==> src/rtl/colgen_pkg.sv <==
package colgen_pkg;
  localparam logic [2:0] CODE_ONE   = 3'b000;
  localparam logic [2:0] CODE_TWO   = 3'b001;
  localparam logic [2:0] CODE_FOUR  = 3'b010;
  localparam logic [2:0] CODE_EIGHT = 3'b011;
  localparam logic [2:0] CODE_ROW   = 3'b111;

  // log2 of the fixed burst length; unused codes fold onto one column
  function automatic logic [1:0] len_log2(input logic [2:0] code);
    case (code)
      CODE_TWO:   len_log2 = 2'd1;
      CODE_FOUR:  len_log2 = 2'd2;
      CODE_EIGHT: len_log2 = 2'd3;
      default:    len_log2 = 2'd0;
    endcase
  endfunction

  function automatic logic is_row(input logic [2:0] code);
    is_row = (code == CODE_ROW);
  endfunction
endpackage

==> src/rtl/cg_len_decode.sv <==
module cg_len_decode #(
  parameter int COL_W = 9
) (
  input  logic [2:0]       code,
  input  logic             ilv_req,
  output logic [COL_W-1:0] mask,
  output logic             full,
  output logic             ilv
);
  import colgen_pkg::*;

  logic [1:0] lg;

  always_comb begin
    lg   = len_log2(code);
    full = is_row(code);
    if (full) mask = '1;
    else      mask = (COL_W'(1) << lg) - COL_W'(1);
    // ordering only matters for fixed lengths above one column
    ilv  = ilv_req && !full && (lg != 2'd0);
  end
endmodule

==> src/rtl/cg_addr_mux.sv <==
module cg_addr_mux #(
  parameter int COL_W = 9
) (
  input  logic [COL_W-1:0] base,
  input  logic [COL_W-1:0] beat,
  input  logic [COL_W-1:0] mask,
  input  logic             ilv,
  output logic [COL_W-1:0] addr
);
  logic [COL_W-1:0] sum;

  assign sum = base + beat;

  for (genvar i = 0; i < COL_W; i++) begin : g_bit
    always_comb begin
      if (!mask[i])  addr[i] = base[i];
      else if (ilv) addr[i] = base[i] ^ beat[i];
      else          addr[i] = sum[i];
    end
  end
endmodule

==> src/rtl/cg_beat_ctrl.sv <==
module cg_beat_ctrl #(
  parameter int COL_W = 9
) (
  input  logic             clk,
  input  logic             rst_n,
  input  logic             start,
  input  logic             terminate,
  input  logic             out_ready,
  input  logic [COL_W-1:0] start_col,
  input  logic [COL_W-1:0] mask_d,
  input  logic             full_d,
  input  logic             ilv_d,
  output logic             active,
  output logic [COL_W-1:0] beat,
  output logic [COL_W-1:0] base_q,
  output logic [COL_W-1:0] mask_q,
  output logic             ilv_q,
  output logic             last
);
  logic full_q;

  assign last = active && !full_q && (beat == mask_q);

  always_ff @(posedge clk) begin
    if (!rst_n) begin
      active <= 1'b0;
      beat   <= '0;
      base_q <= '0;
      mask_q <= '0;
      full_q <= 1'b0;
      ilv_q  <= 1'b0;
    end else if (start) begin
      active <= 1'b1;
      beat   <= '0;
      base_q <= start_col;
      mask_q <= mask_d;
      full_q <= full_d;
      ilv_q  <= ilv_d;
    end else if (terminate) begin
      active <= 1'b0;
    end else if (active && out_ready) begin
      if (last) active <= 1'b0;
      else      beat   <= beat + COL_W'(1);
    end
  end

  assert_hold_R8: assert property (@(posedge clk) disable iff (!rst_n)
    active && !out_ready && !start && !terminate |=> active && $stable(beat));
  assert_stop_R9: assert property (@(posedge clk) disable iff (!rst_n)
    terminate && !start |=> !active);
  assert_end_R7: assert property (@(posedge clk) disable iff (!rst_n)
    active && out_ready && last && !start && !terminate |=> !active);
  assert_restart_R10: assert property (@(posedge clk) disable iff (!rst_n)
    start |=> active && (beat == '0));
  assert_cfg_R12: assert property (@(posedge clk) disable iff (!rst_n)
    active && !start |=> $stable(mask_q) && $stable(ilv_q) && $stable(base_q));
endmodule

==> src/rtl/burst_colgen.sv <==
module burst_colgen #(
  parameter int COL_W = 9
) (
  input  logic             clk,
  input  logic             rst_n,
  input  logic             start,
  input  logic [COL_W-1:0] start_col,
  input  logic [2:0]       burst_len,
  input  logic             burst_ilv,
  input  logic             terminate,
  input  logic             out_ready,
  output logic             col_valid,
  output logic [COL_W-1:0] col_addr,
  output logic             col_last
);
  logic [COL_W-1:0] mask_d, mask_q, beat, base_q;
  logic             full_d, ilv_d, ilv_q, active, last;

  cg_len_decode #(.COL_W(COL_W)) u_dec (
    .code(burst_len), .ilv_req(burst_ilv),
    .mask(mask_d), .full(full_d), .ilv(ilv_d)
  );

  cg_beat_ctrl #(.COL_W(COL_W)) u_ctrl (
    .clk(clk), .rst_n(rst_n), .start(start), .terminate(terminate),
    .out_ready(out_ready), .start_col(start_col), .mask_d(mask_d),
    .full_d(full_d), .ilv_d(ilv_d), .active(active), .beat(beat),
    .base_q(base_q), .mask_q(mask_q), .ilv_q(ilv_q), .last(last)
  );

  cg_addr_mux #(.COL_W(COL_W)) u_mux (
    .base(base_q), .beat(beat), .mask(mask_q), .ilv(ilv_q), .addr(col_addr)
  );

  assign col_valid = active;
  assign col_last  = last;

  assert_last_valid_R7: assert property (@(posedge clk) disable iff (!rst_n)
    col_last |-> col_valid);
  assert_block_R3: assert property (@(posedge clk) disable iff (!rst_n)
    col_valid && out_ready && !col_last && !start && !terminate |=>
      ((col_addr & ~mask_q) == ($past(col_addr) & ~mask_q)));
  assert_first_R2: assert property (@(posedge clk) disable iff (!rst_n)
    start |=> col_valid && (col_addr == $past(start_col)));
  assert_stall_R8: assert property (@(posedge clk) disable iff (!rst_n)
    col_valid && !out_ready && !start && !terminate |=>
      $stable(col_addr) && $stable(col_last));
endmodule

==> config.mk <==
export PLATFORM = sky130hd
export DESIGN_NAME = burst_colgen
export DESIGN_NICKNAME = d
export VERILOG_FILES = /design/src/rtl/colgen_pkg.sv /design/src/rtl/cg_len_decode.sv /design/src/rtl/cg_addr_mux.sv /design/src/rtl/cg_beat_ctrl.sv /design/src/rtl/burst_colgen.sv
export SDC_FILE = /design/constraint.sdc
export NUM_CORES = 1
export LEC_CHECK = 0
export CAP_MARGIN = 30
export CORE_MARGIN = 5
export CORE_UTILIZATION = 40
export DETAILED_ROUTE_END_ITERATION = 10
export PLACE_DENSITY = 0.64
export SYNTH_ARGS = -nofsm -noshare
export SYNTH_HDL_FRONTEND = slang
export SYNTH_SLANG_ARGS = --single-unit
export TNS_END_PERCENT = 100
==> constraint.sdc <==
create_clock -name clk -period 4.2 [get_ports clk]
set_input_delay 0.42 -clock clk [delete_from_list [all_inputs] [get_ports clk]]
set_output_delay 0.42 -clock clk [all_outputs]
set_load 0.05 [all_outputs]
==> out/qor.yml <==
status:
  outcome: "finished clean"
clock_network:
  cts-root-buf: "clkbuf_8"
  cts_htree_levels: 1
  clk_pin_slew_worst_paths_ps: 90
  clock_path_buffers: 2
  cts_tree: "built"
  cts.sinks: 24
  clk_latency_ps: 270
  hold_buffers: 0
  cts_resized: 0
  post_cts_buffers: 0
  cts_made_buffers: 3
layout:
  drive_gt1_share_pct: 5.310
  fin_util_pct: 50.84
  final-seq-area_sq_um: 480.5
  fin_area_sq_um: 2048
  final_nets: 255
  antenna_cells: 0
  area_growth_pct: 21.80
  multi_input_area_sq_um: 1136
  fillerInstances: 401
synthesis:
  synthCells: 200
  ys_types: 51
  syn_nets: 228
  ys_seq_area_share_pct: 28.57
  synth_warnings: 0
  synth_edf_count: 0
  ys.flop_type: "dfxtp_1"
  avgSynthCellArea_sq_um: 8.408
  synthArstFlopShare_pct: 0
  synth_area_sq_um: 1682
  synth-seq-cells: 24
grt:
  grt_pass1_vias: 1354
  overflow: 0
  grtUsageTotal_pct: 14.68
  antenna_found_initial: 0
  grt_first_pass_wirelength_um: 6410
  grt_max_degree: 20
timing:
  hold_ws_ps: 529.2
  period_minus_slack_ps: 3489
  post-route-period-util_pct: 83.07
  tightest_slew_ps: 753.5
  fin_skew_ps: 3.023
  clock.fmax_ghz: 0.2866
  slew_headroom_pct: 49.66
  slew_violations: 0
  setup_ws_ps: 711.1
  hold_viol: 0
  fin_setup_tns_ps: 0
  rsz0062_at_grt: "no"
  setup_violations: 0
min_path:
  hold_path_class: "register to register"
routing:
  initialDrtViolationCount: 68
  routed_via_density: 5.511
  route.detailed.drc: 0
  ant_nets: 0
  drt-wirelength-per-cell_um: 13.82
  vias: 1521
  wl_um: 3814
  firstDrtPassIters: 5
worst_setup_path:
  critical_path_class: "register to output pin"
  cp_num_buf_inv: 1
  cp_max_fo: 6
  crit_slowest_cell: "clkdlybuf4s50_1"
  worst-endpoint-required_ps: 3780
  path_cells: "ha_1 -> fa_1 -> a211oi_1 -> nor2_1 -> a221o_1 -> nand3_1 -> clkdlybuf4s50_1"
  arrival_ps: 3070
  worstSetupStartpointType: "register"
  end_kind: "output pin"
  path_delay_family: "buffers and inverters"
  critical_path.max_stage_delay_ps: 800
power:
  power_density_nw_per_um2: 256.5
  leakage_nw: 0.8039
  vdd_drop_max_mv: 0.1498
floorplanning:
  die_area_sq_um: 5601
  initial_core_util_pct: 41.74
  coreArea_sq_um: 4029
  die_h_um: 74.84
  rows: 23
  fp.dieW_um: 74.84
  io_pins: 29
placed_design:
  placed_area_sq_um: 1993
  gp_congestion: 0.7995
  dp_hpwl_um: 2967
  io_buffers: 28
  dpl_worst_slack_ps: 1016
run:
  drv_cap: 0
[cells in the final DEF (no fill, tap or decap), drive strengths merged, types with 9 or more instances in the layout]
| cell | netlist | layout |
|---|---|---|
| o21ai | 11 | 11 |
| nor2b | 13 | 13 |
| mux2i | 14 | 14 |
| dfxtp | 24 | 24 |
| a21oi | 11 | 11 |
| clkdlybuf4s50 | 0 | 28 |
| ha | 9 | 9 |
| nand2 | 17 | 17 |
| nor2 | 11 | 11 |
[cells in the mapped netlist (2+ instances only)]
cell	number	area share, %
o21ai_0	10	3.0
o21bai_1	2	0.89
inv_1	6	1.3
dfxtp_1	24	29
a2111o_1	2	1.3
xor2_1	5	2.6
nor2_1	11	2.5
xnor2_1	2	1.0
a21oi_1	11	3.3
clkbuf_1	2	0.45
a211oi_1	3	1.3
or4_1	2	0.89
and3_1	2	0.74
o211ai_1	2	0.89
mux2i_1	14	8.3
a31oi_1	2	0.74
nand2_1	17	3.8
nor2b_1	13	4.8
a21boi_0	3	1.3
buf_2	3	0.89
nor4_1	3	1.1
nand3_1	7	2.1
nand3b_1	3	1.3
a21o_1	2	0.89
nand2b_1	7	2.6
ha_1	9	6.7
nor3_1	2	0.60
and2_1	3	1.1
nand4_1	6	2.2
[worst min-delay path, cell delays in order, from the launching register on]
cell	delay [ps]
dfxtp_1	350
nand2_1	70
a21boi_0	70
[path summary, 6_finish.rpt]
check / from / end / slack (ps) / cells after the start
max: u_ctrl.beat[0]$_SDFFE_PP0P_ / col_addr[8] / 710 / 7
min: u_ctrl.mask_q[1]$_SDFFE_PN0P_ / u_ctrl.mask_q[1]$_SDFFE_PN0P_ / 530 / 2
max reg2reg: u_ctrl.mask_q[6]$_SDFFE_PN0P_ / u_ctrl.beat[8]$_SDFFE_PP0P_ / 2490 / 4
min reg2reg: u_ctrl.mask_q[1]$_SDFFE_PN0P_ / u_ctrl.mask_q[1]$_SDFFE_PN0P_ / 530 / 2
[layout make-up]
class,count,area share (%)
repair buffers,29,14.05
inverters,7,1.283
multi-input cells,162,55.47
well taps,50,3.054
clock buffers,4,2.688
flip-flops and latches,24,23.46
[kinds of logic (layout without fill, tap and decap cells)]
family / Yosys count / after routing / share of synthesized area [%]
AO/OA/AOI/OAI: 47 / 47 / 19.20
XOR/XNOR: 7 / 7 / 3.646
adder cells (fa/ha/maj): 10 / 10 / 7.887
buffers and inverters: 14 / 40 / 3.868
flip-flops: 24 / 24 / 28.57
multiplexers: 15 / 15 / 9.003
AND/OR/NAND/NOR: 83 / 83 / 27.83
[power by group]
| group | internal [mW] | leakage [nW] | switching (mW) |
|---|---|---|---|
| Sequential | 0.236 | 0.196 | 0.00985 |
| Combinational | 0.0526 | 0.579 | 0.0674 |
| Clock | 0.0838 | 0.0288 | 0.0763 |
[layer usage]
layer | track usage (%) | wire [um]
met5 | 0 | 0
met4 | 2.964 | 24
met3 | 3.071 | 172
met2 | 23.21 | 1692
met1 | 20.65 | 1924
[sequential cells by signal (all words and copies together), names as in the netlist]
register	cells
u_ctrl.active	1
u_ctrl.base_q	9
u_ctrl.beat	9
u_ctrl.ilv_q	1
u_ctrl.mask_q	4
[metrics by stage]
stage,power (mW),cells
5_1_grt,0.5509,276
3_5_place_dp,0.3716,272
3_3_place_gp,0.3710,272
2_1_floorplan,0.3271,200
4_1_cts,0.5305,276
6_report,0.5254,276
Note: power is estimated with default switching activity, not from simulation.
